<file path="src/rtl/seg_xlate_pkg.sv">
package seg_xlate_pkg;

   localparam int DESC_BYTES = 8;
   localparam int DESC_SH    = 3;
   localparam int DBITS      = 56;
   localparam int LIM_W      = 20;
   localparam int BASE_W     = 32;

   typedef enum logic [2:0] {
      FLT_NONE    = 3'd0,
      FLT_LEN     = 3'd1,
      FLT_INVALID = 3'd2,
      FLT_LIMIT   = 3'd3,
      FLT_PERM    = 3'd4
   } flt_e;

   typedef enum logic [1:0] {
      ACC_RD  = 2'd0,
      ACC_WR  = 2'd1,
      ACC_EX  = 2'd2,
      ACC_BAD = 2'd3
   } acc_e;

   typedef struct packed {
      logic              ex_ok;
      logic              wr_ok;
      logic              rd_ok;
      logic              live;
      logic [LIM_W-1:0]  span;
      logic [BASE_W-1:0] origin;
   } desc_t;

   typedef enum logic [1:0] {
      ST_IDLE = 2'd0,
      ST_REQ  = 2'd1,
      ST_WAIT = 2'd2
   } st_e;

endpackage

</file>
<file path="src/rtl/seg_desc_addr.sv">
module seg_desc_addr
   import seg_xlate_pkg::*;
#(
   parameter int PA_W  = 32,
   parameter int SEG_W = 8
) (
   input  logic [PA_W-1:0]  tbase,
   input  logic [SEG_W-1:0] seg,
   output logic [PA_W-1:0]  addr
);

   localparam int SCALED_W = SEG_W + DESC_SH;

   logic [SCALED_W-1:0] scaled;
   logic [PA_W-1:0]     step;

   assign scaled = {seg, {DESC_SH{1'b0}}};

   generate
      if (PA_W > SCALED_W) begin : g_ext
         assign step = {{(PA_W-SCALED_W){1'b0}}, scaled};
      end else begin : g_trunc
         assign step = scaled[PA_W-1:0];
      end
   endgenerate

   assign addr = tbase + step;

endmodule

</file>
<file path="src/rtl/seg_desc_check.sv">
module seg_desc_check
   import seg_xlate_pkg::*;
#(
   parameter int PA_W  = 32,
   parameter int OFS_W = 20
) (
   input  logic [DBITS-1:0] desc_raw,
   input  logic [OFS_W-1:0] ofs,
   input  logic [1:0]       acc,
   output logic [2:0]       flt,
   output logic [PA_W-1:0]  phys
);

   desc_t            d;
   logic [LIM_W-1:0] ofs_ext;
   logic [PA_W-1:0]  base_ext;
   logic [PA_W-1:0]  ofs_pa;
   logic             perm_ok;

   assign d = desc_t'(desc_raw);

   generate
      if (OFS_W < LIM_W) begin : g_ofs_pad
         assign ofs_ext = {{(LIM_W-OFS_W){1'b0}}, ofs};
      end else begin : g_ofs_full
         assign ofs_ext = ofs;
      end
      if (PA_W > BASE_W) begin : g_base_pad
         assign base_ext = {{(PA_W-BASE_W){1'b0}}, d.origin};
      end else begin : g_base_full
         assign base_ext = d.origin;
      end
   endgenerate

   assign ofs_pa = {{(PA_W-OFS_W){1'b0}}, ofs};

   always_comb begin
      unique case (acc_e'(acc))
         ACC_RD:  perm_ok = d.rd_ok;
         ACC_WR:  perm_ok = d.wr_ok;
         ACC_EX:  perm_ok = d.ex_ok;
         default: perm_ok = 1'b0;
      endcase
   end

   always_comb begin
      if (!d.live)                flt = FLT_INVALID;
      else if (ofs_ext >= d.span) flt = FLT_LIMIT;
      else if (!perm_ok)          flt = FLT_PERM;
      else                        flt = FLT_NONE;
   end

   assign phys = (flt == FLT_NONE) ? (base_ext + ofs_pa) : '0;

endmodule

</file>
<file path="src/rtl/seg_xlate.sv">
module seg_xlate
   import seg_xlate_pkg::*;
#(
   parameter int PA_W  = 32,
   parameter int SEG_W = 8,
   parameter int OFS_W = 20
) (
   input  logic               clk,
   input  logic               rst_n,
   input  logic [PA_W-1:0]    cfg_tbase,
   input  logic [SEG_W:0]     cfg_tlen,
   input  logic               req_valid,
   output logic               req_ready,
   input  logic [SEG_W-1:0]   req_seg,
   input  logic [OFS_W-1:0]   req_ofs,
   input  logic [1:0]         req_acc,
   output logic               mem_req_valid,
   input  logic               mem_req_ready,
   output logic [PA_W-1:0]    mem_req_addr,
   input  logic               mem_rsp_valid,
   input  logic [55:0]        mem_rsp_data,
   output logic               done,
   output logic [2:0]         fault,
   output logic [PA_W-1:0]    phys_addr
);

   generate
      if (PA_W < BASE_W) begin : g_bad_pa
         $error("PA_W must hold the 32-bit segment base");
      end
      if (OFS_W > LIM_W || OFS_W < 1) begin : g_bad_ofs
         $error("OFS_W must be between 1 and the limit field width");
      end
      if (SEG_W < 1 || SEG_W > 24) begin : g_bad_seg
         $error("SEG_W out of supported range");
      end
      if (PA_W < OFS_W) begin : g_bad_mix
         $error("PA_W must not be narrower than OFS_W");
      end
   endgenerate

   st_e              state;
   logic [OFS_W-1:0] ofs_q;
   logic [1:0]       acc_q;
   logic [PA_W-1:0]  addr_q;
   logic             done_q;
   logic [2:0]       fault_q;
   logic [PA_W-1:0]  phys_q;

   logic [PA_W-1:0]  daddr;
   logic [2:0]       chk_flt;
   logic [PA_W-1:0]  chk_phys;
   logic             accept;
   logic             seg_over;

   seg_desc_addr #(.PA_W(PA_W), .SEG_W(SEG_W)) u_addr (
      .tbase (cfg_tbase),
      .seg   (req_seg),
      .addr  (daddr)
   );

   seg_desc_check #(.PA_W(PA_W), .OFS_W(OFS_W)) u_check (
      .desc_raw (mem_rsp_data),
      .ofs      (ofs_q),
      .acc      (acc_q),
      .flt      (chk_flt),
      .phys     (chk_phys)
   );

   assign req_ready = (state == ST_IDLE) && !done_q;
   assign accept    = req_valid && req_ready;
   assign seg_over  = ({1'b0, req_seg} >= cfg_tlen);

   always_ff @(posedge clk) begin
      if (!rst_n) begin
         state   <= ST_IDLE;
         ofs_q   <= '0;
         acc_q   <= '0;
         addr_q  <= '0;
         done_q  <= 1'b0;
         fault_q <= FLT_NONE;
         phys_q  <= '0;
      end else begin
         done_q  <= 1'b0;
         fault_q <= FLT_NONE;
         phys_q  <= '0;
         unique case (state)
            ST_IDLE: begin
               if (accept) begin
                  if (seg_over) begin
                     done_q  <= 1'b1;
                     fault_q <= FLT_LEN;
                  end else begin
                     addr_q <= daddr;
                     ofs_q  <= req_ofs;
                     acc_q  <= req_acc;
                     state  <= ST_REQ;
                  end
               end
            end
            ST_REQ: begin
               if (mem_req_ready) state <= ST_WAIT;
            end
            ST_WAIT: begin
               if (mem_rsp_valid) begin
                  done_q  <= 1'b1;
                  fault_q <= chk_flt;
                  phys_q  <= chk_phys;
                  state   <= ST_IDLE;
               end
            end
            default: state <= ST_IDLE;
         endcase
      end
   end

   assign mem_req_valid = (state == ST_REQ);
   assign mem_req_addr  = addr_q;
   assign done          = done_q;
   assign fault         = fault_q;
   assign phys_addr     = phys_q;

endmodule

</file>
<file path="config.mk">
export PLATFORM = sky130hd
export DESIGN_NAME = seg_xlate
export DESIGN_NICKNAME = d
export VERILOG_FILES = /design/src/rtl/seg_xlate_pkg.sv /design/src/rtl/seg_desc_addr.sv /design/src/rtl/seg_desc_check.sv /design/src/rtl/seg_xlate.sv
export SDC_FILE = /design/constraint.sdc
export NUM_CORES = 1
export LEC_CHECK = 0
export ABC_AREA = 1
export BUFFER_PORTS_ARGS = -buffer_cell sky130_fd_sc_hd__buf_2
export CAP_MARGIN = 20
export CORE_MARGIN = 5
export CORE_UTILIZATION = 53
export DETAILED_ROUTE_END_ITERATION = 6
export GPL_TIMING_DRIVEN = 0
export PLACE_DENSITY = 0.82
export SETUP_SLACK_MARGIN = 0.3
export SYNTH_ARGS = -nofsm -noshare
export SYNTH_HDL_FRONTEND = slang
export SYNTH_SLANG_ARGS = --single-unit
</file>
<file path="constraint.sdc">
create_clock -name clk -period 2.6 [get_ports clk]
set_input_delay 0.13 -clock clk [delete_from_list [all_inputs] [get_ports clk]]
set_output_delay 0.13 -clock clk [all_outputs]
set_load 0.02 [all_outputs]
</file>
==> impl_metrics.yaml <==
status:
  run_status: "finished, final reports clean"
power_and_ir_drop:
  leakage_nw: 4.67
  p_per_area_nw_per_um2: 485
  irDropWorstVdd_uv: 243
routing:
  dr.pass1.iters: 5
  drt-initial-drc-count: 478
  viasPerCell: 4.95
  num_vias: 7239
  ant_nets: 0
  avgRoutedWirePerCell_um: 13.6
  drc: 0
  wirelength_mm: 19.8
sta:
  worst_slack_ns: 0.495
  worstMarginPinSlew_ns: 0.516
  fin_crit_sh_pct: 81.0
  max_slew_margin_pct: 65.6
  fmax_mhz: 475
  finalSetupTns_ns: 0
  rsz0062_at_grt: "false"
  finClkSkew_ns: 0.0106
  post-route-min-period_ns: 2.10
  setup_violations: 0
  hold_viol_final: 0
  drv_slew: 0
yosys:
  syn_nets: 1264
  netlist_instances: 1074
  synth_ff_type: "dfxtp_1"
  synth_area_um2: 6710
  yosysTopAreaCellShare_pct: 27.4
  synth.avg_cell_area_um2: 6.25
  synth-edff-count: 0
  yosysWarnings: 0
  synthArstFlopShare_pct: 0
  yosysMostFrequentCell: "nand2_1"
  synth_common_cells: "336 x nand2_1, 179 x inv_1, 121 x nor2_1, 92 x dfxtp_1, 80 x a21oi_1"
  ys_seq_area_share_pct: 27.4
  ys_ff_latch: 92
  synthTopCellsByArea: "dfxtp_1 27%, nand2_1 19%, ha_1 10%"
  yosysTopAreaCell: "dfxtp_1"
  ys_types: 38
grt:
  grt_max_degree: 14
  grt_overflow: 0
  grt_pass1_wl_mm: 31.5
  antenna_found_initial: 2
  grt_pass1_vias: 6822
  track_usage_pct: 26.6
critical_path:
  crit_fanout: 4
  cp.required_ns: 2.89
  path_cells: "ha_1 -> inv_1 -> fa_1 -> nand3b_1 -> nand2_2 -> nand2_1 -> nand2_1 -> inv_1 -> nor2_1 -> nor2_1 -> or2_1 -> a21oi_2"
  crit_arrival_ns: 2.39
  worst_setup_path_end_kind: "flop"
  cpMaxStageDelayCell: "fa_1"
  worstSetupPathType: "flop to flop"
  slowest_delay_ns: 0.40
  cp-start-kind: "flop"
clock_network:
  cts_buffers: 9
  cts_root_buffer: "clkbuf_16"
  clkTransAtPathRegs_ns: 0.06
  clock_latency_ns: 0.36
  clockBufferDepth: 2
  cts_num_sinks: 92
  htreeDepth: 3
  tritoncts: "yes"
  post-cts-setup-buffer-count: 0
final_layout:
  fin_nets: 1476
  fill_cells: 1218
  drive_gt1_share_pct: 20.6
  area_delta_synth_final_pct: 22.4
floorplanning:
  core-area_um2: 12500
  fp.dieW_um: 123
  ios: 202
  fp-row-count: 41
  start_util_pct: 53.6
  die_h_um: 123
  dieArea_um2: 15000
flow_run:
  max_cap_violations: 0
placed_design:
  post-place-ws_ns: 0.490
  port_buffers: 201
  dp_hpwl_mm: 16.7
  gp_congestion: 0.909
min_path:
  min_path_type: "input pin to flop"
[report_power, final]
group          switching, mW  total (mW)  internal, mW  leakage (nW)
registers             0.0617        1.56          1.50         0.751
logic                  0.720        1.14         0.420          3.78
clock network          0.536        1.29         0.752         0.140
total                   1.32        3.99          2.67          4.67
[critical path: cells and delay by family (launching register included)]
kind,cells,cell delay [ns]
buffers and inverters,2,0.15
AND/OR/NAND/NOR,7,0.85
flip-flops,1,0.36
AO/OA/AOI/OAI,1,0.11
adder cells (fa/ha/maj),2,0.57
[cell families (layout without fill, tap and decap cells)]
| kind of cell | after synthesis | in the layout | synth area share (%) |
|---|---|---|---|
| fa+ha+maj | 58 | 58 | 11.0 |
| compound gates | 132 | 132 | 11.0 |
| flops | 92 | 92 | 27.4 |
| xor+xnor | 25 | 25 | 3.26 |
| buf+inv | 202 | 416 | 12.2 |
| other cells | 0 | 1 | 0 |
| simple gates | 565 | 565 | 35.0 |
[final timing paths]
kind | startpoint | endpoint | slack [ns] | depth (start not counted)
worst max-delay path | ofs_q[0] | phys_addr[14] | 0.50 | 12
worst min-delay path | req_ofs[12] | ofs_q[12] | 0.02 | 3
worst min register to register | mem_req_addr[3] | mem_req_addr[3] | 0.46 | 2
worst max register to register | ofs_q[0] | phys_addr[14] | 0.50 | 12
[stage by stage]
stage / hold WS, ns / power (mW) / util [%] / instance area (um2) / cells
finish: 0.0240 / 3.99 / 65.6 / 8220 / 1461
global placement: 0.378 / 2.70 / 63.4 / 7930 / 1447
detailed placement: 0.384 / 2.72 / 63.4 / 7930 / 1447
global route: 0.0197 / 4.22 / 65.6 / 8210 / 1460
CTS: 0.0121 / 4.01 / 65.6 / 8210 / 1460
floorplan: 0.268 / 2.33 / - / 6710 / 1074
[cells in the final DEF, fill, tap and decap left out, types with 2 or more instances in the layout]
master / count
clkbuf_1: 5
nand2_2: 8
nor3_1: 11
o21bai_1: 4
fa_1: 2
o21ai_0: 25
nor3_2: 2
inv_1: 179
nand2_1: 335
inv_2: 3
a21oi_2: 13
a21oi_1: 80
nand4_1: 10
buf_6: 6
xnor2_1: 3
nand3b_1: 11
nor2_2: 4
a21o_1: 2
nor2_1: 121
or2_2: 4
clkinv_2: 2
a21boi_0: 3
buf_4: 3
dfxtp_1: 92
o21ai_1: 2
nand3_1: 52
xor2_1: 22
or2_1: 2
clkbuf_16: 9
ha_1: 56
buf_2: 206
[state kept, by name, summed over array words and instances (netlist names)]
register / flops
mem_req_addr: 32
phys_addr: 32
ofs_q: 20
fault: 3
acc_q: 2
state: 2
done: 1
[layout make-up]
class	count	area (um2)	area share, %
Timing Repair Buffer	201	1010	12.2
Inverter	183	687	8.36
Multi-Input combinational cell	780	4050	49.3
Buffer	19	134	1.63
Tap cell	172	215	2.62
Clock buffer	10	239	2.91
Clock inverter	3	40.0	0.487
Sequential cell	92	1840	22.4
Antenna cell	1	2.50	0.0305
[what timing repair did]
| action | 4_1_cts | 5_1_grt |
|---|---|---|
| resized for setup | 0 | 1 |
| setup endpoints to repair | 0 | 2 |
| hold buffers | 0 | 0 |
[metal layers]
layer	global-route usage, %	vias to the layer above	wire (um)
li1	-	3771	-
met1	31.0	3160	7920
met2	47.8	266	9850
met3	7.60	38	1650
met4	6.72	4	386
met5	0	-	34
Power figures use the tool's default switching activity.
